===== src/rtl/wake_irq_recorder.sv =====
module wake_irq_recorder #(
  parameter int NLINES = 64,
  parameter int AW = 12
) (
  input  logic              clk,
  input  logic              rst_n,
  input  logic [NLINES-1:0] irq_in,
  input  logic              reg_wr,
  input  logic              reg_rd,
  input  logic [AW-1:0]     reg_addr,
  input  logic [31:0]       reg_wdata,
  output logic [31:0]       reg_rdata,
  output logic [NLINES-1:0] irq_out
);
  localparam int NWORDS = (NLINES + 31) / 32;
  localparam logic [AW-1:0] A_STAT = AW'(12'h000);
  localparam logic [AW-1:0] A_ACK  = AW'(12'h040);
  localparam logic [AW-1:0] A_MSET = AW'(12'h0C0);
  localparam logic [AW-1:0] A_MCLR = AW'(12'h100);
  localparam logic [AW-1:0] A_SSET = AW'(12'h180);
  localparam logic [AW-1:0] A_SCLR = AW'(12'h1C0);
  localparam logic [AW-1:0] A_PSET = AW'(12'h240);
  localparam logic [AW-1:0] A_PCLR = AW'(12'h280);
  localparam logic [AW-1:0] A_CTRL = AW'(12'h300);

  function automatic logic [NLINES-1:0] wbits(input logic [AW-1:0] a,
                                              input logic [AW-1:0] base,
                                              input logic [31:0] d);
    logic [NLINES-1:0] r;
    r = '0;
    for (int i = 0; i < NLINES; i++)
      if (a == base + AW'(4 * (i / 32))) r[i] = d[i % 32];
    return r;
  endfunction

  function automatic logic [31:0] rword(input logic [AW-1:0] a,
                                       input logic [AW-1:0] base,
                                       input logic [NLINES-1:0] v);
    logic [31:0] r;
    r = '0;
    for (int i = 0; i < NLINES; i++)
      if (a == base + AW'(4 * (i / 32))) r[i % 32] = v[i];
    return r;
  endfunction

  logic [NLINES-1:0] mask, sens, pol, pending;
  logic [NLINES-1:0] s1, s2, s3;
  logic en, edge_mode;

  logic [NLINES-1:0] wd_ack, wd_mset, wd_mclr, wd_sset, wd_sclr, wd_pset, wd_pclr;
  assign wd_ack  = reg_wr ? wbits(reg_addr, A_ACK,  reg_wdata) : '0;
  assign wd_mset = reg_wr ? wbits(reg_addr, A_MSET, reg_wdata) : '0;
  assign wd_mclr = reg_wr ? wbits(reg_addr, A_MCLR, reg_wdata) : '0;
  assign wd_sset = reg_wr ? wbits(reg_addr, A_SSET, reg_wdata) : '0;
  assign wd_sclr = reg_wr ? wbits(reg_addr, A_SCLR, reg_wdata) : '0;
  assign wd_pset = reg_wr ? wbits(reg_addr, A_PSET, reg_wdata) : '0;
  assign wd_pclr = reg_wr ? wbits(reg_addr, A_PCLR, reg_wdata) : '0;

  logic ctrl_wr, flush_go, arm;
  assign ctrl_wr  = reg_wr && (reg_addr == A_CTRL);
  assign flush_go = ctrl_wr && reg_wdata[2];
  assign arm      = en && edge_mode;

  logic [NLINES-1:0] act, hit, clr;
  assign act = (s2 & ~s3 & pol) | (~s2 & s3 & ~pol);
  assign hit = {NLINES{arm}} & ~mask & sens & act;
  assign clr = wd_ack | {NLINES{flush_go}};

  always_ff @(posedge clk or negedge rst_n) begin
    if (!rst_n) begin
      s1 <= '0;
      s2 <= '0;
      s3 <= '0;
      mask <= '1;
      sens <= '0;
      pol <= '0;
      pending <= '0;
      en <= 1'b0;
      edge_mode <= 1'b0;
      irq_out <= '0;
    end else begin
      s1 <= irq_in;
      s2 <= s1;
      s3 <= s2;
      mask <= (mask | wd_mset) & ~wd_mclr;
      sens <= (sens | wd_sset) & ~wd_sclr;
      pol  <= (pol  | wd_pset) & ~wd_pclr;
      pending <= (pending & ~clr) | hit;
      irq_out <= flush_go ? pending : '0;
      if (ctrl_wr) begin
        en <= reg_wdata[0];
        edge_mode <= reg_wdata[1];
      end
    end
  end

  logic [31:0] rmux;
  assign rmux = rword(reg_addr, A_STAT, pending) | rword(reg_addr, A_MSET, mask)
              | rword(reg_addr, A_SSET, sens) | rword(reg_addr, A_PSET, pol)
              | ((reg_addr == A_CTRL) ? {30'd0, edge_mode, en} : 32'd0);

  always_ff @(posedge clk or negedge rst_n) begin
    if (!rst_n) reg_rdata <= '0;
    else if (reg_rd) reg_rdata <= rmux;
  end


  pulse_src_chk: assert property (@(posedge clk) disable iff (!rst_n)
    (irq_out & ~$past(pending)) == '0);

  pulse_cause_chk: assert property (@(posedge clk) disable iff (!rst_n)
    (|irq_out) |-> $past(flush_go));

  disarmed_chk: assert property (@(posedge clk) disable iff (!rst_n)
    !arm |=> (pending & ~$past(pending)) == '0);

  masked_chk: assert property (@(posedge clk) disable iff (!rst_n)
    (pending & ~$past(pending) & ($past(mask) | ~$past(sens))) == '0);

  mclr_chk: assert property (@(posedge clk) disable iff (!rst_n)
    (reg_wr && reg_addr == A_MCLR && reg_wdata[0]) |=> !mask[0]);
endmodule


===== config.mk =====
export PLATFORM = sky130hd
export DESIGN_NAME = wake_irq_recorder
export DESIGN_NICKNAME = d
export VERILOG_FILES = /design/src/rtl/wake_irq_recorder.sv
export SDC_FILE = /design/constraint.sdc
export NUM_CORES = 1
export LEC_CHECK = 0
export BUFFER_PORTS_ARGS = -buffer_cell sky130_fd_sc_hd__buf_2
export CORE_ASPECT_RATIO = 1.5
export CORE_MARGIN = 5
export CORE_UTILIZATION = 60
export CTS_BUF_LIST = sky130_fd_sc_hd__clkbuf_8
export CTS_CLUSTER_SIZE = 30
export DETAILED_ROUTE_END_ITERATION = 12
export GPL_TIMING_DRIVEN = 0
export PLACE_DENSITY_LB_ADDON = 0.25
export SYNTH_ARGS = -nofsm -noshare
export SYNTH_HDL_FRONTEND = slang
export SYNTH_SLANG_ARGS = --single-unit

===== constraint.sdc =====
create_clock -name clk -period 3.65 [get_ports clk]
set_input_delay 0 -clock clk [delete_from_list [all_inputs] [get_ports clk]]
set_output_delay 0 -clock clk [all_outputs]
set_load 0.01 [all_outputs]

== Yosys cells after proc, flatten, opt, wreduce, memory -nomap -nowiden ==
Index checks and enable logic that the tools add are counted.

* Bits of input ports: 112
* Word-level logic and storage cells: 773
* Flip-flop bits (word level): 546
* Output and inout port bits: 96

* Reduce and logical (&&, ||, !) cells: 4
* Eq/ne operators: 16
* Multiplexer cells: 713
* Bitwise gates (word level): 29

{| class="wikitable"
|+ Operators by type and width
! kind !! number
|-
| AND 64 bit || 11
|-
| 2-to-1 mux 1 bit || 704
|-
| 2-to-1 mux 64 bit || 8
|-
| inverter 64 bit || 8
|-
| bitwise OR 64 bit || 6
|-
| bitwise OR 32 bit || 3
|-
| == test 12 x 9 -> 1 bit (second input constant) || 6
|-
| == test 12 x 10 -> 1 bit (second input constant) || 5
|-
| bitwise OR 32 x 2 -> 32 bit || 1
|-
| == test 12 x 7 -> 1 bit (second input constant) || 2
|-
| == test 12 x 8 -> 1 bit (second input constant) || 2
|-
| == test 12 x 3 -> 1 bit (second input constant) || 1
|-
| zero test 12 bit || 1
|-
| logical AND 1 bit || 3
|-
| 2-to-1 mux 2 bit || 1
|}

== Logic depth before layout (Yosys ltp) ==
* Word-level depth: 7
* Gate-level depth with buffers: 8
* Gate-level depth less buffers: 5

== Worst setup path after synthesis ==
Ideal clock, no wire load.

* Path type: input to register
* Start: in reg_addr[2]
* End: reg sens[10]
* Buffers on the path: 4
* Stages on the path: 8
* Data required time: 3573 ps
* Slack: 2091 ps
* Arrival: 1482 ps
* Library setup time: 77 ps
* Cell sequence: buf_4 -> or4_1 -> buf_2 -> nor3_2 -> buf_4 -> buf_4 -> a21oi_1 -> a21oi_1

* Word-level cells in the longest chain between the ends: 5
* Elaborated cells between the ends (all ways): 9
* Those cells by class: eq/ne (2); mux (4); bitwise (3)

{| class="wikitable"
|+ RTL lines
! item !! line !! RTL
|-
| start: declaration || 10 || <nowiki>input logic [AW-1:0] reg_addr,</nowiki>
|-
| == test 12 x 9 -> 1 bit || 32 || <nowiki>if (a == base + AW'(4 * (i / 32))) r[i] = d[i % 32];</nowiki>
|-
| 2-to-1 mux 1 bit || 32 ||
|-
| 2-to-1 mux 64 bit (on tied branches) || 54, 55 ||
|-
| bitwise OR 64 bit or inverter 64 bit (tied branches) || 86 || <nowiki>sens <= (sens | wd_sset) & ~wd_sclr;</nowiki>
|-
| AND 64 bit (*) || 86 ||
|-
| end signal: assignment || 86 ||
|-
| end: declaration || 46 || <nowiki>logic [NLINES-1:0] mask, sens, pol, pending;</nowiki>
|}

Mark *: on every way between the ends. The rest lies on a longest branch, timed or not.
A chain may end at the register's enable or synchronous reset.

== Final worst setup path ==
* Start: in reg_addr[2]
* End: reg irq_out[7]

* Word-level cells in the longest chain between the ends: 4

{| class="wikitable"
|+ RTL lines
! item !! line !! RTL
|-
| == test 12 x 10 -> 1 bit || 60 || <nowiki>assign ctrl_wr = reg_wr && (reg_addr == A_CTRL);</nowiki>
|-
| logical AND 1 bit || 60 ||
|-
| logical AND 1 bit || 61 || <nowiki>assign flush_go = ctrl_wr && reg_wdata[2];</nowiki>
|-
| 2-to-1 mux 64 bit || 89 || <nowiki>irq_out <= flush_go ? pending : '0;</nowiki>
|-
| end signal: assignment || 89 ||
|-
| end: declaration || 13 || <nowiki>output logic [NLINES-1:0] irq_out</nowiki>
|}

No other way between the ends.

==> flow_metrics.py <==
metrics = {
    "outcome": {
        "status": "finished, final reports clean",
    },
    "routing": {
        "wirelength_um": 76920,
        "dr_total_vias": 19000,
        "drt_pre_antenna_iters": 9,
        "postRouteAntennaNets": 0,
        "viasPerCell": 6.432,
        "drt-wirelength-per-cell_um": 26.04,
        "first_iter_violations": 2350,
        "drc": 0,
    },
    "floorplan": {
        "core-area_sq_mm": 0.03521,
        "start_util_pct": 60.93,
        "die_y_um": 241.6,
        "row_count": 84,
        "pin_count": 208,
        "design.die.area_sq_mm": 0.03972,
        "die_x_um": 164.4,
    },
    "clock_network": {
        "post_cts_buffers": 0,
        "clock_path_buffers": 3,
        "root_buffer": "clkbuf_8",
        "path_clk_slew_ns": 0.06,
        "clk_latency_ns": 0.66,
        "cts_buffers": 80,
        "htreeDepth": 3,
        "clock-sinks": 546,
        "cts_tree": "done",
    },
    "layout": {
        "syn_to_final_growth_pct": 23.33,
        "postLayoutCellArea_sq_mm": 0.02646,
        "drive_gt1_share_pct": 18.36,
        "fill_cells": 2432,
        "finalNetCount": 2527,
    },
    "pwr": {
        "p_switching_mw": 2.937,
        "total_power_mw": 11.96,
        "pwr-share-comb_pct": 6.1,
        "cellLeakagePower_nw": 11.68,
        "power_frac_seq_pct": 52.8,
        "cellPowerDensity_mw_per_mm2": 451.9,
        "swShare_pct": 24.56,
        "p_clk_share_pct": 41.1,
        "intPower_mw": 9.020,
        "irDropWorstVdd_mv": 0.3159,
    },
    "setup_path": {
        "r2r_setup_slack_ns": 1.03,
        "crit_required_ns": 4.21,
        "r2r_cells": 5,
        "cp_slowest_cell": "nor2_1",
        "end_kind": "flop",
        "critPathCapture": "irq_out[7]",
        "crit_top_cell": "buf_2",
        "cp-startpoint": "reg_addr[2]",
        "crit_chain": "dlygate4sd3_1 > buf_2 > nor4_1 > buf_2 > nand3_1 > nor2_1 > clkbuf_1 > and2_1",
        "critPathArrivalTime_ns": 3.64,
        "crit_path_max_incr_delay_ns": 0.95,
        "critPathKind": "in2reg",
        "rr_endpoint": "pending[33]",
        "rr_startpoint": "edge_mode",
        "start_kind": "input pin",
        "worstPathMaxFanout": 10,
        "worstPathBufferInverterCount": 4,
        "cp_top_family": "simple AND/OR/NAND/NOR gates",
        "cp.depth": 8,
    },
    "logic_synthesis": {
        "synth.top_cell.area_share_pct": 56.22,
        "yosysSeqAreaShare_pct": 64.06,
        "synth_edf_count": 0,
        "yosys.area.top_type": "dfrtp_1",
        "synth_most_common_cell": "dfrtp_1",
        "synth_flop_cell": "dfrtp_1",
        "synth.distinct_cells": 55,
        "yosysWarnings": 0,
        "synth_fp_nets": 2067,
        "syn_avg_cell_area_sq_um": 10.97,
        "netlist_area_sq_mm": 0.02145,
        "ys_top_cells_by_area": "dfrtp_1, a21oi_1, dfstp_2",
        "ys_ff_latch": 546,
        "netlist_instances": 1955,
        "async_reset_ff_share_pct": 100.0,
        "yosys-top-cells-count": "dfrtp_1, a21oi_1, o21ai_0",
    },
    "global_route": {
        "grt_pass1_wl_um": 114500,
        "grt_antenna_before_repair": 2,
        "grt_use_total_pct": 38.66,
        "grt_pass1_vias": 19320,
        "grt-ovfl-total": 0,
        "grt_max_degree": 126,
    },
    "sta": {
        "finalHoldViolations": 0,
        "skew_ns": 0.02886,
        "period_share_pct": 84.33,
        "timing.fmax_mhz": 324.9,
        "slew_violations": 0,
        "tightest_slew_ns": 1.259,
        "rsz0062_at_grt": "no",
        "setup_violations": 0,
        "period_needed_ns": 3.078,
        "holdWs_ns": 0.004242,
        "slew-limit-headroom_pct": 16.07,
    },
    "worst_hold_path": {
        "min_path_cells": 2,
        "hold_path_class": "in2reg",
        "hold_path.startpoint": "irq_in[53]",
    },
    "place": {
        "dpl_cell_area_sq_mm": 0.02320,
        "portBuffers": 206,
        "routabilityCongestion": 0.9760,
        "hpwl_um": 47060,
    },
    "run": {
        "drv_cap": 0,
    },
}
-- registers in the layout, indices dropped and copies added, names as in the netlist --
signal	flops
irq_out	64
mask	64
pending	64
pol	64
s1	64
s2	64
s3	64
sens	64
reg_rdata	32
edge_mode	1
en	1
-- power groups by stage --
| stage | Sequential, mW | Combinational (mW) | Clock [mW] |
|---|---|---|---|
| 2_1_floorplan | 6.39 | 0.224 | 0 |
| 3_3_place_gp | 6.40 | 0.541 | 0 |
| 3_5_place_dp | 6.41 | 0.570 | 0 |
| 4_1_cts | 6.30 | 0.710 | 4.87 |
| 5_1_grt | 6.32 | 0.796 | 5.19 |
| 6_report | 6.31 | 0.734 | 4.91 |
-- through the flow --
step           utilization [%]  worst slack, ns  setup TNS, ns  instances
2_1_floorplan                -            2.091              0       1955
3_5_place_dp             65.88           0.6132              0       2638
5_1_grt                  75.14           0.5413              0       2952
6_report                 75.15           0.5720              0       2954
3_3_place_gp             65.54           -8.045       -4128.25       2634
4_1_cts                  75.13           0.7330              0       2951
-- layout by cell type, fill, tap and decap left out, drive strengths merged, types with 15 or more instances in the layout --
cell type | synthesis | final
a21oi | 396 | 396
a221oi | 22 | 22
a22oi | 44 | 44
a31oi | 19 | 19
and2 | 98 | 98
buf | 51 | 261
clkbuf | 87 | 183
dfrtp | 482 | 482
dfstp | 64 | 64
dlygate4sd3 | 0 | 168
inv | 2 | 42
mux2i | 32 | 32
nand2 | 184 | 184
nand4b | 64 | 64
nor2 | 121 | 121
o21ai | 195 | 195
o22ai | 15 | 15
-- worst min-delay path by stage --
stage,to
floorplan,edge_mode
global placement,s1[18]
detailed placement,s1[59]
CTS,s1[51]
global route,s1[53]
finish,s1[53]
-- worst register-to-register path, cell delays in order, from the launching register on --
cell and delay [ns]:
dfrtp_1 0.38, and2_1 0.13, clkbuf_1 0.60, clkbuf_1 0.78
nand4b_1 0.42, o21ai_0 0.21
-- final cells by class --
type	count	area, sq um	area share (%)
repair buffers	378	2833	10.71
diodes	3	7.507	0.02837
flip-flops and latches	546	13740	51.94
clock inverters	49	252.7	0.9552
multi-input cells	1269	7067	26.71
inverters	2	7.507	0.02837
clock buffers	96	1321	4.993
plain buffers	138	636.9	2.407
well taps	473	591.8	2.237
-- metal layers --
| layer | wire length, um | track usage, % |
|---|---|---|
| met4 | 6711 | 27.32 |
| met1 | 25020 | 45.76 |
| met5 | 0 | 0 |
| met2 | 35650 | 60.18 |
| met3 | 9532 | 11.32 |
-- logic make-up (layout without fill, tap and decap cells) --
| logic type | count (synthesis) | in the layout | share of synthesized area, % |
|---|---|---|---|
| other | 0 | 3 | 0 |
| AOI/OAI and AO/OA | 726 | 726 | 18.69 |
| and+or+nand+nor | 503 | 503 | 12.33 |
| muxes | 40 | 40 | 1.913 |
| buffers and inverters | 140 | 663 | 3.003 |
| DFF | 546 | 546 | 64.06 |
-- what timing repair did --
| action | in CTS | in global routing |
|---|---|---|
| hold buffers | 168 | 0 |
| endpoints found under the hold margin | 325 | 0 |
| gates resized for setup | 0 | 0 |
Note: power is estimated with default switching activity, not from simulation.
